$ cat src/rtl/scl_pkg.sv
package scl_pkg;
    typedef enum logic {
        RX_ACCEPT  = 1'b0,
        RX_DISCARD = 1'b1
    } rx_state_e;
endpackage

$ cat src/rtl/scl_sender.sv
module scl_sender #(
    parameter int TX_DEPTH = 4,
    parameter int RX_DEPTH = 4,
    parameter int DATA_W   = 8,
    parameter int PW       = 3,
    parameter int LW       = 3,
    parameter int CW       = 5
) (
    input  logic                 clk,
    input  logic                 rst_n,
    input  logic                 spec_en,
    input  logic [LW-1:0]        credit_limit,
    input  logic                 in_valid,
    input  logic [DATA_W-1:0]    in_data,
    output logic                 in_ready,
    output logic                 lnk_valid,
    output logic                 lnk_spec,
    output logic [PW-1:0]        lnk_tag,
    output logic [DATA_W-1:0]    lnk_data,
    input  logic                 rsp_ack,
    input  logic                 rsp_nack,
    input  logic [PW-1:0]        rsp_tag,
    input  logic [1:0]           rsp_cred,
    output logic signed [CW-1:0] credits
);
    localparam int IW = PW - 1;

    logic [DATA_W-1:0] store [TX_DEPTH];
    logic [TX_DEPTH-1:0] tried;
    logic [PW-1:0] head_p, send_p, tail_p;
    logic [PW-1:0] occ;
    logic have_word, cred_ok, fire_cred, fire_spec, fire, push;
    logic signed [CW-1:0] thr;

    // Each tag maps to one store slot through its low bits.
    assign occ       = tail_p - head_p;
    assign in_ready  = (occ != PW'(TX_DEPTH));
    assign push      = in_valid && in_ready;
    assign have_word = (send_p != tail_p);
    assign thr       = $signed(CW'(RX_DEPTH)) - $signed(CW'(credit_limit));
    assign cred_ok   = (credits > thr);
    assign fire_cred = have_word && cred_ok;
    assign fire_spec = have_word && !cred_ok && spec_en && !tried[send_p[IW-1:0]];
    assign fire      = fire_cred || fire_spec;

    always_ff @(posedge clk) begin
        if (push) begin
            store[tail_p[IW-1:0]] <= in_data;
        end
    end

    always_ff @(posedge clk) begin
        if (!rst_n) begin
            tried     <= '0;
            head_p    <= '0;
            send_p    <= '0;
            tail_p    <= '0;
            credits   <= $signed(CW'(RX_DEPTH));
            lnk_valid <= 1'b0;
            lnk_spec  <= 1'b0;
            lnk_tag   <= '0;
            lnk_data  <= '0;
        end else begin
            if (push) begin
                tried[tail_p[IW-1:0]] <= 1'b0;
                tail_p <= tail_p + 1'b1;
            end
            if (fire) begin
                tried[send_p[IW-1:0]] <= 1'b1;
            end
            lnk_valid <= fire;
            lnk_spec  <= fire_spec;
            lnk_tag   <= send_p;
            lnk_data  <= store[send_p[IW-1:0]];
            // A NACK rewinds to the dropped word; the replay keeps the original order.
            if (rsp_nack) begin
                send_p <= rsp_tag;
            end else if (fire) begin
                send_p <= send_p + 1'b1;
            end
            if (rsp_ack) begin
                head_p <= head_p + 1'b1;
            end
            credits <= credits - $signed(CW'(fire)) + $signed(CW'(rsp_cred));
        end
    end
endmodule

$ cat src/rtl/scl_receiver.sv
module scl_receiver
    import scl_pkg::*;
#(
    parameter int RX_DEPTH = 4,
    parameter int DATA_W   = 8,
    parameter int PW       = 3
) (
    input  logic              clk,
    input  logic              rst_n,
    input  logic              lnk_valid,
    input  logic [PW-1:0]     lnk_tag,
    input  logic [DATA_W-1:0] lnk_data,
    output logic              rsp_ack,
    output logic              rsp_nack,
    output logic [PW-1:0]     rsp_tag,
    output logic [1:0]        rsp_cred,
    output logic              out_valid,
    output logic [DATA_W-1:0] out_data,
    input  logic              out_ready
);
    localparam int RW = (RX_DEPTH > 1) ? $clog2(RX_DEPTH) : 1;
    localparam int NW = $clog2(RX_DEPTH + 1);

    logic [DATA_W-1:0] fifo [RX_DEPTH];
    logic [RW-1:0] rd_p, wr_p;
    logic [NW-1:0] cnt;
    logic [PW-1:0] exp_tag;
    rx_state_e state, nstate;
    logic full, match, accept, drop, nack, pop;

    assign full      = (cnt == NW'(RX_DEPTH));
    assign out_valid = (cnt != '0);
    assign out_data  = fifo[rd_p];
    assign pop       = out_valid && out_ready;
    assign match     = (lnk_tag == exp_tag);

    always_ff @(posedge clk) begin
        if (!rst_n) begin
            state <= RX_ACCEPT;
        end else begin
            state <= nstate;
        end
    end

    always_comb begin
        nstate = state;
        accept = 1'b0;
        drop   = 1'b0;
        nack   = 1'b0;
        unique case (state)
            RX_ACCEPT: begin
                accept = lnk_valid && match && !full;
                drop   = lnk_valid && !accept;
                nack   = drop;
                if (nack) nstate = RX_DISCARD;
            end
            RX_DISCARD: begin
                accept = lnk_valid && match && !full;
                drop   = lnk_valid && !accept;
                nack   = drop && match;
                if (accept) nstate = RX_ACCEPT;
            end
            default: nstate = RX_ACCEPT;
        endcase
    end

    always_ff @(posedge clk) begin
        if (accept) begin
            fifo[wr_p] <= lnk_data;
        end
    end

    always_ff @(posedge clk) begin
        if (!rst_n) begin
            rd_p     <= '0;
            wr_p     <= '0;
            cnt      <= '0;
            exp_tag  <= '0;
            rsp_ack  <= 1'b0;
            rsp_nack <= 1'b0;
            rsp_tag  <= '0;
            rsp_cred <= 2'd0;
        end else begin
            if (accept) begin
                wr_p    <= (wr_p == RW'(RX_DEPTH - 1)) ? '0 : wr_p + 1'b1;
                exp_tag <= exp_tag + 1'b1;
            end
            if (pop) begin
                rd_p <= (rd_p == RW'(RX_DEPTH - 1)) ? '0 : rd_p + 1'b1;
            end
            cnt      <= cnt + NW'(accept) - NW'(pop);
            rsp_ack  <= accept;
            rsp_nack <= nack;
            rsp_tag  <= lnk_tag;
            // A freed slot and a dropped word each give one credit back.
            rsp_cred <= {1'b0, pop} + {1'b0, drop};
        end
    end
endmodule

$ cat src/rtl/spec_credit_link.sv
module spec_credit_link #(
    parameter int TX_DEPTH = 4,
    parameter int RX_DEPTH = 4,
    parameter int DATA_W   = 8,
    localparam int PW = $clog2(TX_DEPTH) + 1,
    localparam int LW = $clog2(RX_DEPTH + 1),
    localparam int CW = $clog2(RX_DEPTH + TX_DEPTH + 1) + 2
) (
    input  logic                 clk,
    input  logic                 rst_n,
    input  logic                 spec_en,
    input  logic [LW-1:0]        credit_limit,
    input  logic                 in_valid,
    input  logic [DATA_W-1:0]    in_data,
    output logic                 in_ready,
    output logic                 out_valid,
    output logic [DATA_W-1:0]    out_data,
    input  logic                 out_ready,
    output logic                 link_valid,
    output logic                 link_spec,
    output logic [PW-1:0]        link_tag,
    output logic                 link_nack,
    output logic signed [CW-1:0] credits
);
    logic [DATA_W-1:0] lnk_data;
    logic rsp_ack, rsp_nack;
    logic [PW-1:0] rsp_tag;
    logic [1:0] rsp_cred;

    scl_sender #(
        .TX_DEPTH(TX_DEPTH), .RX_DEPTH(RX_DEPTH), .DATA_W(DATA_W),
        .PW(PW), .LW(LW), .CW(CW)
    ) u_tx (
        .clk(clk), .rst_n(rst_n), .spec_en(spec_en), .credit_limit(credit_limit),
        .in_valid(in_valid), .in_data(in_data), .in_ready(in_ready),
        .lnk_valid(link_valid), .lnk_spec(link_spec), .lnk_tag(link_tag),
        .lnk_data(lnk_data), .rsp_ack(rsp_ack), .rsp_nack(rsp_nack),
        .rsp_tag(rsp_tag), .rsp_cred(rsp_cred), .credits(credits)
    );

    scl_receiver #(
        .RX_DEPTH(RX_DEPTH), .DATA_W(DATA_W), .PW(PW)
    ) u_rx (
        .clk(clk), .rst_n(rst_n), .lnk_valid(link_valid), .lnk_tag(link_tag),
        .lnk_data(lnk_data), .rsp_ack(rsp_ack), .rsp_nack(rsp_nack),
        .rsp_tag(rsp_tag), .rsp_cred(rsp_cred), .out_valid(out_valid),
        .out_data(out_data), .out_ready(out_ready)
    );

    assign link_nack = rsp_nack;
endmodule

$ cat config.mk
export PLATFORM = sky130hd
export DESIGN_NAME = spec_credit_link
export DESIGN_NICKNAME = d
export VERILOG_FILES = /design/src/rtl/scl_pkg.sv /design/src/rtl/scl_sender.sv /design/src/rtl/scl_receiver.sv /design/src/rtl/spec_credit_link.sv
export SDC_FILE = /design/constraint.sdc
export NUM_CORES = 1
export LEC_CHECK = 0
export BUFFER_PORTS_ARGS = -buffer_cell sky130_fd_sc_hd__buf_2
export CAP_MARGIN = 20
export CORE_ASPECT_RATIO = 0.75
export CORE_UTILIZATION = 35
export CTS_CLUSTER_DIAMETER = 40
export DETAILED_ROUTE_END_ITERATION = 16
export GPL_TIMING_DRIVEN = 0
export SYNTH_ARGS = -nofsm -noshare
export SYNTH_HDL_FRONTEND = slang
export SYNTH_SLANG_ARGS = --single-unit
$ cat constraint.sdc
create_clock -name clk -period 3.5 [get_ports clk]
set_input_delay 0.35 -clock clk [delete_from_list [all_inputs] [get_ports clk]]
set_output_delay 0.35 -clock clk [all_outputs]
set_load 0.02 [all_outputs]
==> run_results.csv <==
group,metric,value,unit
cts,numCtsBuffers,17,
setup_path,worst_setup_path_start_kind,"flop",
power_and_ir_drop,pwr-share-comb,28.2,%
detailed_routing,drt-initial-drc-count,142,
timing,worst_slew_pin_slew,781,ps
global_routing,grt_usage,14.1,%
floorplan,rows,37,
timing,slew_viol_final,0,
detailed_routing,wl_per_cell,14.9,microns
timing,setup_violations,0,
timing,grt_setup_unrepaired,"false",
setup_path,crit_path_end_kind,"flop",
synthesis,syn-num-nets,413,
power_and_ir_drop,p_seq_share,36.1,%
cts,tritoncts,"yes",
timing,post-route-min-period,3130,ps
timing,slew_headroom,47.7,%
cts,cts_setup_buffers,0,
timing,finalClockSkew,8.55,ps
detailed_routing,vias_per_cell,4.66,
cts,post_cts_resized,0,
cts,hold_buffers,0,
synthesis,synth_area_per_cell,13.6,sq um
detailed_routing,wl,9030,microns
cts,cts_buffer_depth,2,
detailed_routing,vias,2818,
global_routing,grt_pass1_vias,2940,
final_layout,drive_gt1_share,23.3,%
power_and_ir_drop,ir_drop,0.330,mV
run,cap_violations,0,
synthesis,ys_warn_count,0,
cts,clk_pin_slew,60,ps
setup_path,rrSetupSlack,370,ps
floorplan,die_h,105,microns
run_status,status,"completed",
floorplan,die_w,139,microns
timing,min_period_over_period,89.5,%
setup_path,crit_required,3790,ps
synthesis,synth.cell_area,0.00493,sq mm
power_and_ir_drop,clock_power_share,35.7,%
synthesis,ys_ff_latch,116,
cts,clockRootBuffer,"clkbuf_16",
cts,clkSinkCount,116,
global_routing,grt_pass1_wl,15100,microns
setup_path,arrival,3420,ps
placement,place_congestion,0.804,
timing,finalHoldViolations,0,
final_layout,syn_to_final_growth,21.3,%
worst_hold_path,hold_class,"input pin to flop",
power_and_ir_drop,power.switching,0.00160,W
final_layout,nFillCells,1246,
setup_path,crit_fanout,3,
detailed_routing,drc,0,
power_and_ir_drop,p_leak,2.34,nW
power_and_ir_drop,p_total,0.00521,W
cts,htree_levels,4,
synthesis,synth_cell_type_count,44,
synthesis,yosysSeqAreaShare,60.1,%
final_layout,fin_nets,468,
floorplan,io_pins,38,
power_and_ir_drop,p_int,0.00361,W
setup_path,criticalPathCategory,"flop to flop",
power_and_ir_drop,swShare,30.7,%
timing,fmax,319,MHz
placement,portBuffers,36,
synthesis,syn_inst,361,
cts,clk_latency,420,ps
detailed_routing,first_pass_iters,7,
global_routing,grt_overflow,0,
floorplan,coreArea,0.0137,sq mm
timing,whs,153,ps
floorplan,start_util,35.9,%
power_and_ir_drop,power_density,872,mW/mm^2
placement,dp_hpwl,6200,microns
floorplan,fp.dieArea,0.0146,sq mm
global_routing,grt_max_degree,17,
global_routing,antenna_found_initial,0,
detailed_routing,ant_nets,0,
worst paths after layout:
kind,end,start,depth (start not counted)
max,u_tx.credits[4]$_SDFF_PN0_,u_tx.credits[5]$_SDFF_PN0_,15
min,u_tx.store[3][5]$_DFFE_PP_,in_data[5],1
max reg2reg,u_tx.credits[4]$_SDFF_PN0_,u_tx.credits[5]$_SDFF_PN0_,15
min reg2reg,u_tx.tried[2]$_SDFF_PN0_,u_tx.tried[2]$_SDFF_PN0_,2
worst max-delay path, stage by stage, from the launching register on:
cell and delay, ps:
dfxtp_1 340, ha_1 300, inv_1 50, or3_4 380, o31ai_2 360, a21oi_2 150
ha_1 280, inv_1 60, ha_1 150, inv_1 50, fa_1 410, inv_1 70
a21o_1 150, a21oi_1 80, xor2_1 140, nor2_1 50
layout make-up:
class                           count  area, sq um  share of cell area, %
Buffer                             11         45.0                  0.754
Sequential cell                   116         2960                   49.6
Clock buffer                       18          429                   7.18
Tap cell                          175          219                   3.66
Clock inverter                     14          210                   3.52
Antenna cell                        1         2.50                 0.0419
Inverter                           33          124                   2.07
Timing Repair Buffer               36          180                   3.02
Multi-Input combinational cell    201         1800                   30.2
power by group through the flow:
stage	registers [W]	clock network, W	logic, W
final	0.00188	0.00186	0.00147
after global routing	0.00191	0.00195	0.00166
after CTS	0.00188	0.00189	0.00148
after detailed placement	0.00190	0	0.00146
after global placement	0.00189	0	0.00142
after floorplan	0.00190	0	0.00106
layer usage:
| layer | global-route usage (%) | up-vias | share of wire (%) |
|---|---|---|---|
| met3 | 3.85 | 17 | 3.8 |
| li1 | - | 1395 | - |
| met1 | 17.4 | 1359 | 47 |
| met4 | 9.21 | 0 | 2.3 |
| met2 | 21.9 | 47 | 47 |
| met5 | 0 | - | 0 |
layout by cell type, fill, tap and decap left out, types with 3 or more instances in the layout:
cell,n
a21oi_1,11
buf_2,39
o2bb2ai_1,3
inv_2,4
xor2_1,7
clkbuf_1,7
and2_1,21
mux4_2,17
mux2i_1,5
edfxtp_1,64
nor2_1,27
nor2b_1,3
o21ai_1,3
xnor2_1,13
nand2_1,11
bufinv_16,5
clkbuf_16,17
o21a_1,3
and3_1,5
clkinvlp_4,5
inv_1,29
nand3_1,4
ha_1,34
o21ai_0,3
dfxtp_1,52
state kept, by name (all words and copies together) (netlist names), 2 cells and up, named ones only:
name           cells
u_rx.cnt           3
u_rx.exp_tag       3
u_rx.fifo         32
u_rx.rd_p          2
u_rx.rsp_cred      2
u_rx.rsp_tag       3
u_rx.wr_p          2
u_tx.credits       6
u_tx.head_p        3
u_tx.lnk_data      8
u_tx.lnk_tag       3
u_tx.send_p        3
u_tx.store        32
u_tx.tail_p        3
u_tx.tried         4
stage by stage:
step                worst slack (ps)  TNS (ps)  instance area [sq um]  cells  util [%]
finish                           366         0                   5970    605      43.6
global route                     108         0                   5970    604      43.6
CTS                              169         0                   5960    604      43.5
detailed placement              -248      -465                   5330    572      38.9
global placement                -158      -279                   5330    572      38.9
floorplan                        403         0                   4930    361         -
cell usage after synthesis:
| library cell | number | area [sq um] |
|---|---|---|
| edfxtp_1 | 64 | 1920 |
| dfxtp_1 | 52 | 1040 |
| ha_1 | 34 | 425 |
| inv_1 | 29 | 109 |
| nor2_1 | 27 | 101 |
| and2_1 | 21 | 131 |
| mux4_2 | 17 | 383 |
| a21oi_1 | 13 | 65.1 |
| xnor2_1 | 13 | 114 |
| nand2_1 | 11 | 41.3 |
| xor2_1 | 7 | 61.3 |
| clkbuf_1 | 6 | 22.5 |
| and3_1 | 5 | 31.3 |
| mux2i_1 | 5 | 50.1 |
| inv_2 | 4 | 15.0 |
| nand3_1 | 4 | 20.0 |
| o21ai_0 | 4 | 20.0 |
| buf_2 | 3 | 15.0 |
| nor2b_1 | 3 | 18.8 |
| o21a_1 | 3 | 22.5 |
| o2bb2ai_1 | 3 | 26.3 |
| a211oi_2 | 2 | 25.0 |
| a21o_1 | 2 | 15.0 |
| a32oi_1 | 2 | 17.5 |
| buf_1 | 2 | 7.51 |
| fa_1 | 2 | 40.0 |
| nor2b_2 | 2 | 17.5 |
| nor3_1 | 2 | 10.0 |
| o21ai_1 | 2 | 10.0 |
| or2_1 | 2 | 12.5 |
| or3_1 | 2 | 12.5 |
| and4_1 | 1 | 8.76 |
| and4_2 | 1 | 10.0 |
| nand2b_1 | 1 | 6.26 |
| nand2b_4 | 1 | 13.8 |
| nor4_1 | 1 | 6.26 |
| o2111a_1 | 1 | 11.3 |
| o2111ai_1 | 1 | 8.76 |
| o211ai_1 | 1 | 7.51 |
| o21bai_1 | 1 | 7.51 |
| o311a_1 | 1 | 10.0 |
| o31a_1 | 1 | 8.76 |
| o31ai_2 | 1 | 12.5 |
| or3_4 | 1 | 11.3 |
cells by family (layout without fill, tap and decap cells):
group	count (synthesis)	count (layout)	synth area share, %
compound gates	38	38	5.44
xor+xnor	20	20	3.56
fa+ha+maj	36	36	9.45
buf+inv	44	112	3.43
flops	116	116	60.1
mux	22	22	8.79
other cells	0	1	0
simple gates	85	85	9.20
Note: power is estimated with default switching activity, not from simulation.
